File: src/rtl/exc_pkg.sv
package exc_pkg;

    localparam int STATUS_W   = 32;
    localparam int MODE_W     = 5;
    localparam int BIT_STATE  = 5;
    localparam int BIT_FMASK  = 6;
    localparam int BIT_IMASK  = 7;
    localparam int CAUSE_W    = 3;

    // The cause code times four is the vector offset; code 5 (offset 0x14) is never used.
    typedef enum logic [CAUSE_W-1:0] {
        CAUSE_BOOT      = 3'd0,
        CAUSE_BADOP     = 3'd1,
        CAUSE_SVCCALL   = 3'd2,
        CAUSE_FETCHERR  = 3'd3,
        CAUSE_DATAERR   = 3'd4,
        CAUSE_INTR      = 3'd6,
        CAUSE_FASTINTR  = 3'd7
    } cause_e;

    typedef enum logic [1:0] {
        ST_BOOT  = 2'd0,
        ST_RUN   = 2'd1,
        ST_ENTER = 2'd2
    } seq_state_e;

    localparam logic [MODE_W-1:0] MODE_SUPER = 5'b10011;
    localparam logic [MODE_W-1:0] MODE_ABORT = 5'b10111;
    localparam logic [MODE_W-1:0] MODE_BADOP = 5'b11011;
    localparam logic [MODE_W-1:0] MODE_INTR  = 5'b10010;
    localparam logic [MODE_W-1:0] MODE_FAST  = 5'b10001;

    function automatic logic [MODE_W-1:0] mode_of(input cause_e c);
        logic [MODE_W-1:0] m;
        unique case (c)
            CAUSE_BOOT, CAUSE_SVCCALL:     m = MODE_SUPER;
            CAUSE_FETCHERR, CAUSE_DATAERR: m = MODE_ABORT;
            CAUSE_BADOP:                   m = MODE_BADOP;
            CAUSE_INTR:                    m = MODE_INTR;
            CAUSE_FASTINTR:                m = MODE_FAST;
            default:                       m = MODE_SUPER;
        endcase
        return m;
    endfunction

endpackage

File: src/rtl/exc_arbiter.sv
module exc_arbiter
    import exc_pkg::*;
(
    input  logic   req_boot,
    input  logic   req_badop,
    input  logic   req_svc,
    input  logic   req_fetch_abort,
    input  logic   req_data_abort,
    input  logic   req_irq,
    input  logic   req_fast,
    input  logic   imask,
    input  logic   fmask,
    output logic   take,
    output cause_e cause
);
    logic irq_ok;
    logic fast_ok;

    assign irq_ok  = req_irq  && !imask;
    assign fast_ok = req_fast && !fmask;

    always_comb begin
        take  = 1'b1;
        cause = CAUSE_BOOT;
        if (req_boot)             cause = CAUSE_BOOT;
        else if (req_data_abort)  cause = CAUSE_DATAERR;
        else if (fast_ok)         cause = CAUSE_FASTINTR;
        else if (irq_ok)          cause = CAUSE_INTR;
        else if (req_fetch_abort) cause = CAUSE_FETCHERR;
        else if (req_badop)       cause = CAUSE_BADOP;
        else if (req_svc)         cause = CAUSE_SVCCALL;
        else                      take  = 1'b0;
    end
endmodule

File: src/rtl/exc_vector.sv
module exc_vector
    import exc_pkg::*;
#(
    parameter int               ADDR_W  = 32,
    parameter logic [ADDR_W-1:0] HI_BASE = 32'hFFFF_0000
) (
    input  logic              hi_sel,
    input  cause_e            cause,
    output logic [ADDR_W-1:0] vec
);
    localparam int OFS_W = CAUSE_W + 2;

    logic [ADDR_W-1:0] base;
    logic [OFS_W-1:0]  ofs;

    assign base = hi_sel ? HI_BASE : '0;
    assign ofs  = {cause, 2'b00};
    assign vec  = base | ADDR_W'(ofs);
endmodule

File: src/rtl/exc_status_update.sv
module exc_status_update
    import exc_pkg::*;
(
    input  logic [STATUS_W-1:0] old_status,
    input  cause_e              cause,
    output logic [STATUS_W-1:0] new_status,
    output logic [MODE_W-1:0]   target_mode
);
    always_comb begin
        target_mode            = mode_of(cause);
        new_status             = old_status;
        new_status[MODE_W-1:0] = target_mode;
        new_status[BIT_STATE]  = 1'b0;
        new_status[BIT_IMASK]  = 1'b1;
        if (cause == CAUSE_FASTINTR || cause == CAUSE_BOOT)
            new_status[BIT_FMASK] = 1'b1;
    end
endmodule

File: src/rtl/exc_entry_seq.sv
module exc_entry_seq
    import exc_pkg::*;
#(
    parameter int               ADDR_W  = 32,
    parameter logic [ADDR_W-1:0] HI_BASE = 32'hFFFF_0000
) (
    input  logic                clk,
    input  logic                rst_n,
    input  logic                req_boot,
    input  logic                req_badop,
    input  logic                req_svc,
    input  logic                req_fetch_abort,
    input  logic                req_data_abort,
    input  logic                req_irq,
    input  logic                req_fast,
    input  logic [31:0]         status_in,
    input  logic [ADDR_W-1:0]   ret_addr,
    input  logic                hi_vectors,
    output logic                pc_load,
    output logic [ADDR_W-1:0]   pc_next,
    output logic                status_wr,
    output logic [31:0]         status_next,
    output logic                saved_wr,
    output logic [4:0]          saved_mode,
    output logic [31:0]         saved_data,
    output logic                link_wr,
    output logic [4:0]          link_mode,
    output logic [ADDR_W-1:0]   link_data,
    output logic                flush
);
    seq_state_e          state_q, state_d;
    cause_e              cause_q, arb_cause;
    logic                arb_take;
    logic [STATUS_W-1:0] old_q;
    logic [ADDR_W-1:0]   ret_q;
    logic                hi_q;
    logic [ADDR_W-1:0]   vec;
    logic [STATUS_W-1:0] upd_status;
    logic [MODE_W-1:0]   upd_mode;

    exc_arbiter u_arb (
        .req_boot        (req_boot),
        .req_badop       (req_badop),
        .req_svc         (req_svc),
        .req_fetch_abort (req_fetch_abort),
        .req_data_abort  (req_data_abort),
        .req_irq         (req_irq),
        .req_fast        (req_fast),
        .imask           (status_in[BIT_IMASK]),
        .fmask           (status_in[BIT_FMASK]),
        .take            (arb_take),
        .cause           (arb_cause)
    );

    exc_vector #(.ADDR_W(ADDR_W), .HI_BASE(HI_BASE)) u_vec (
        .hi_sel (hi_q),
        .cause  (cause_q),
        .vec    (vec)
    );

    exc_status_update u_upd (
        .old_status  (old_q),
        .cause       (cause_q),
        .new_status  (upd_status),
        .target_mode (upd_mode)
    );

    // Next-state selection.
    always_comb begin
        state_d = state_q;
        unique case (state_q)
            ST_BOOT:  state_d = ST_ENTER;
            ST_RUN:   state_d = arb_take ? ST_ENTER : ST_RUN;
            ST_ENTER: state_d = ST_RUN;
            default:  state_d = ST_RUN;
        endcase
    end

    // State register and entry capture.
    always_ff @(posedge clk or negedge rst_n) begin
        if (!rst_n) begin
            state_q <= ST_BOOT;
            cause_q <= CAUSE_BOOT;
            old_q   <= '0;
            ret_q   <= '0;
            hi_q    <= 1'b0;
        end else begin
            state_q <= state_d;
            if (state_q == ST_BOOT || (state_q == ST_RUN && arb_take)) begin
                cause_q <= (state_q == ST_BOOT) ? CAUSE_BOOT : arb_cause;
                old_q   <= status_in;
                ret_q   <= ret_addr;
                hi_q    <= hi_vectors;
            end
        end
    end

    // Outputs of the entry cycle.
    always_comb begin
        pc_load     = 1'b0;
        pc_next     = '0;
        status_wr   = 1'b0;
        status_next = '0;
        saved_wr    = 1'b0;
        saved_mode  = '0;
        saved_data  = '0;
        link_wr     = 1'b0;
        link_mode   = '0;
        link_data   = '0;
        flush       = 1'b0;
        unique case (state_q)
            ST_ENTER: begin
                pc_load     = 1'b1;
                pc_next     = vec;
                status_wr   = 1'b1;
                status_next = upd_status;
                flush       = 1'b1;
                saved_wr    = (cause_q != CAUSE_BOOT);
                saved_mode  = upd_mode;
                saved_data  = old_q;
                link_wr     = (cause_q != CAUSE_BOOT);
                link_mode   = upd_mode;
                link_data   = ret_q;
            end
            ST_BOOT, ST_RUN: ;
            default: ;
        endcase
    end
endmodule

File: config.mk
export PLATFORM = sky130hd
export DESIGN_NAME = exc_entry_seq
export DESIGN_NICKNAME = d
export VERILOG_FILES = /design/src/rtl/exc_pkg.sv /design/src/rtl/exc_arbiter.sv /design/src/rtl/exc_vector.sv /design/src/rtl/exc_status_update.sv /design/src/rtl/exc_entry_seq.sv
export SDC_FILE = /design/constraint.sdc
export NUM_CORES = 1
export LEC_CHECK = 0
export ABC_CLOCK_PERIOD_IN_PS = 1500
export BUFFER_PORTS_ARGS = -buffer_cell sky130_fd_sc_hd__buf_2
export CORE_ASPECT_RATIO = 0.6
export CORE_MARGIN = 4
export CORE_UTILIZATION = 40
export CTS_BUF_LIST = sky130_fd_sc_hd__clkbuf_16
export CTS_CLUSTER_DIAMETER = 100
export CTS_CLUSTER_SIZE = 20
export DETAILED_ROUTE_END_ITERATION = 10
export GPL_TIMING_DRIVEN = 1
export PLACE_DENSITY = 0.78
export SYNTH_ARGS = -nofsm -noshare
export SYNTH_HDL_FRONTEND = slang
export SYNTH_SLANG_ARGS = --single-unit
File: constraint.sdc
create_clock -name clk -period 1.5 [get_ports clk]
set_input_delay 0.15 -clock clk [delete_from_list [all_inputs] [get_ports clk]]
set_output_delay 0.15 -clock clk [all_outputs]
set_load 0.02 [all_outputs]
==> summary.md <==
Worst hold path
* input pin to flop — classification of the worst-slack hold path
* 2 — Hold Path Cell Cnt
* old_q[10] — sink of the worst hold path
* status_in[10] — Hold Crit Start

Placed design
* -0.02740 ns — worst slack at placement
* 202 — IO buf count
* 0.7429 — placer's final routability congestion estimate
* 7.027 mm — DP Wirelength

Outcome
* finished with violations — outcome
* setup timing — failing checks

Detailed routing
* 4 — detailed-router iteration count before antenna repair
* 17.81 microns — post-detailed-route wirelength per cell
* 0 — post-route ant nets
* 59 — DRC marker count from the first detailed-route iteration
* 4.718 — via count normalized by instance count
* 0 — count of unresolved DRC violations after routing
* 10.97 mm — routed wire length
* 2906 — via total after detailed routing

Cells and area
* 573 — final-stage net count
* 661 — filler instances
* 54.27% — area growth from synthesis to layout
* 0.7083 — proportion of layout cells with a drive suffix above 1
* 0 — Diodes inserted
* 0.6531 — final standard cell utilization of the core

Setup path
* 6 — Reg2Reg Depth
* old_q[25] — RR Endpoint
* 1.49 ns — Data arrival, critical path
* 1.35 ns — required time reported for the critical path endpoint
* state_q[0] — start of the worst register-to-register path
* flop — Worst setup SP type
* flop to primary output — type of the setup path with the least slack
* -0.12 ns — r2r setup slk
* 29 — Worst Path Max Fanout
* primary output — sort of element at the end of the critical path

Die
* 217 — I/O pin total
* 10950 sq um — Total Die Area
* 132.5 microns — chip width
* 8783 sq um — core area
* 82.69 microns — die extent in y
* 0.4234 — effective utilization at floorplan
* 26 — site row count

Timing
* 609.9 MHz — achievable frequency
* 1.093 — fraction of the cycle the final worst path needs
* 0 — Final Hold Violating Endpoints
* 0 — total count of max-transition violations in the final report
* 0.005126 ns — setup clock skew after layout
* true — RSZ-0062 raised after global routing
* -15.57 ns — Setup TNS Final
* 182 — final setup fails
* 1.640 ns — clock period minus worst slack
* -0.1396 ns — Final WS setup

Synth
* 11.62 sq um — Avg Inst Size Synth
* 0.4711 — sequential fraction of the synthesis area
* 0.4711 — Yosys top cell area share
* 320 — Post-Synthesis Cells
* 24 — count of different cell masters after synthesis
* dfrtp_1 — cell taking the most area after synthesis
* 0 — total number of yosys warnings
* buf_4, dfrtp_1, and2_1 — commonest cells in the synthesized netlist
* 3719 sq um — Mapped Area
* 1.000 — asr flop ratio synth
* dfrtp_1 — Most used DFF post-synth
* dfrtp_1, mux2_2, buf_4, and2_1, mux2_4 — biggest area contributors in the synthesized netlist
* 70 — number of register bits inferred by synthesis
* 0 — number of synthesized flops with an enable pin

Global routing
* 30 — maximum number of pins on one net before global-route repair
* 2916 — vias in the first global route
* 0 — overflow left after global routing
* 0.1753 — overall track demand over capacity in global routing
* 0 — initial antenna violation count
* 14.84 mm — global-route wire length before repair

Clocking
* 3 — H-tree depth
* 70 — TritonCTS sink count
* 2 — maximum clock path buffer count
* 0.32 ns — Clk Latency, worst-skew pair
* 0.06 ns — clock input transition at the sequential cells of the worst setup and hold paths
* done — CTS tree
* 9 — number of buffers inserted during clock tree synthesis
* clkbuf_16 — cell at the root of the clock tree

Flow run
* 0 — number of max-cap violations

Power and ir drop
* 0.8266 mV — worst vdd rail ir drop
* 7.434 mW — overall power
* 1296 nW/um^2 — power density cells
* 3.160 nW — leakage power

[per-layer routing]
metal / track usage / routed length (microns) / share of wire / up-vias
li1: - / - / - / 1326
met1: 0.2032 / 4515 / 0.41 / 1431
met2: 0.3062 / 5430 / 0.49 / 135
met3: 0.07143 / 862 / 0.079 / 14
met4: 0.04979 / 165 / 0.015 / 0
met5: 0 / 0 / 0 / -
[sequential cells by signal (all words and copies together), names as in the netlist]
| signal | flops |
|---|---|
| old_q | 32 |
| ret_q | 32 |
| cause_q | 3 |
| state_q | 2 |
| hi_q | 1 |
[where the power goes]
group          internal (mW)  switching, mW  leakage, nW
Clock                   1.09          0.740        0.135
Combinational           1.63           1.30         2.21
Sequential              2.38          0.294        0.817
Total                   5.10           2.33         3.16
[layout by cell type, fill, tap and decap left out, drive strengths merged]
| cell | instances |
|---|---|
| buf | 230 |
| dfrtp | 70 |
| and2 | 67 |
| mux2 | 65 |
| clkbuf | 15 |
| conb | 14 |
| nor2 | 9 |
| inv | 5 |
| nor3 | 5 |
| clkinv | 5 |
| o21ai | 4 |
| nor2b | 3 |
| nor4 | 2 |
| nand2b | 2 |
| a21oi | 2 |
| and3 | 1 |
| a31oi | 1 |
| o31ai | 1 |
| o41ai | 1 |
| clkinvlp | 1 |
| dlygate4sd3 | 1 |
[cell families (layout without fill, tap and decap cells)]
kind of cell	Yosys count	in the layout	share of synthesized area
AO/OA/AOI/OAI	9	9	0.01514
AND/OR/NAND/NOR	88	89	0.1457
multiplexers	65	65	0.2029
buffers and inverters	87	257	0.1642
flip-flops	70	70	0.4711
other	1	14	0.001008
[stage by stage]
stage	cells	hold slack [ns]	area, sq um
after floorplan	333	-0.1456	3819
after global placement	575	0.06178	4527
after detailed placement	575	0.06979	4527
after CTS	604	0.04130	5209
after global routing	616	0.03771	5737
final	616	0.05093	5737
[critical path, stage by stage (launching register included)]
cell and delay, ns:
dfrtp_1 0.38, nand2b_4 0.16, clkinv_4 0.09, buf_12 0.16, and2_4 0.20, buf_2 0.17
[repair_timing]
action                                 in CTS  in global routing
endpoints found under the hold margin      21                  0
setup buffers                               8                  4
gates cloned                                4                  8
hold buffers                                1                  0
pin swaps                                   3                  1
setup endpoints to repair                 156                187
gates resized for setup                    79                 97
[how the worst max path moves through the flow]
stage | endpoint | cells after the start | slack, ns | from
final | pc_next[30] | 5 | -0.14 | state_q[0]
after CTS | pc_next[18] | 5 | -0.14 | state_q[0]
after detailed placement | ret_q[3] | 5 | -0.03 | state_q[0]
after global routing | pc_next[29] | 5 | -0.21 | state_q[0]
after global placement | ret_q[5] | 6 | 0.007 | req_fast
after floorplan | status_next[10] | 7 | -0.06 | state_q[1]
[layout make-up]
class,count,area (sq um),share of cell area
clock buffers,9,225.2,0.03926
clock inverters,7,33.78,0.005889
inverters,4,22.52,0.003926
multi-input cells,177,1763,0.3073
flip-flops and latches,70,1755,0.3060
well taps,112,140.1,0.02443
repair buffers,237,1797,0.3132
No activity file was read; power rests on OpenSTA's default activity.
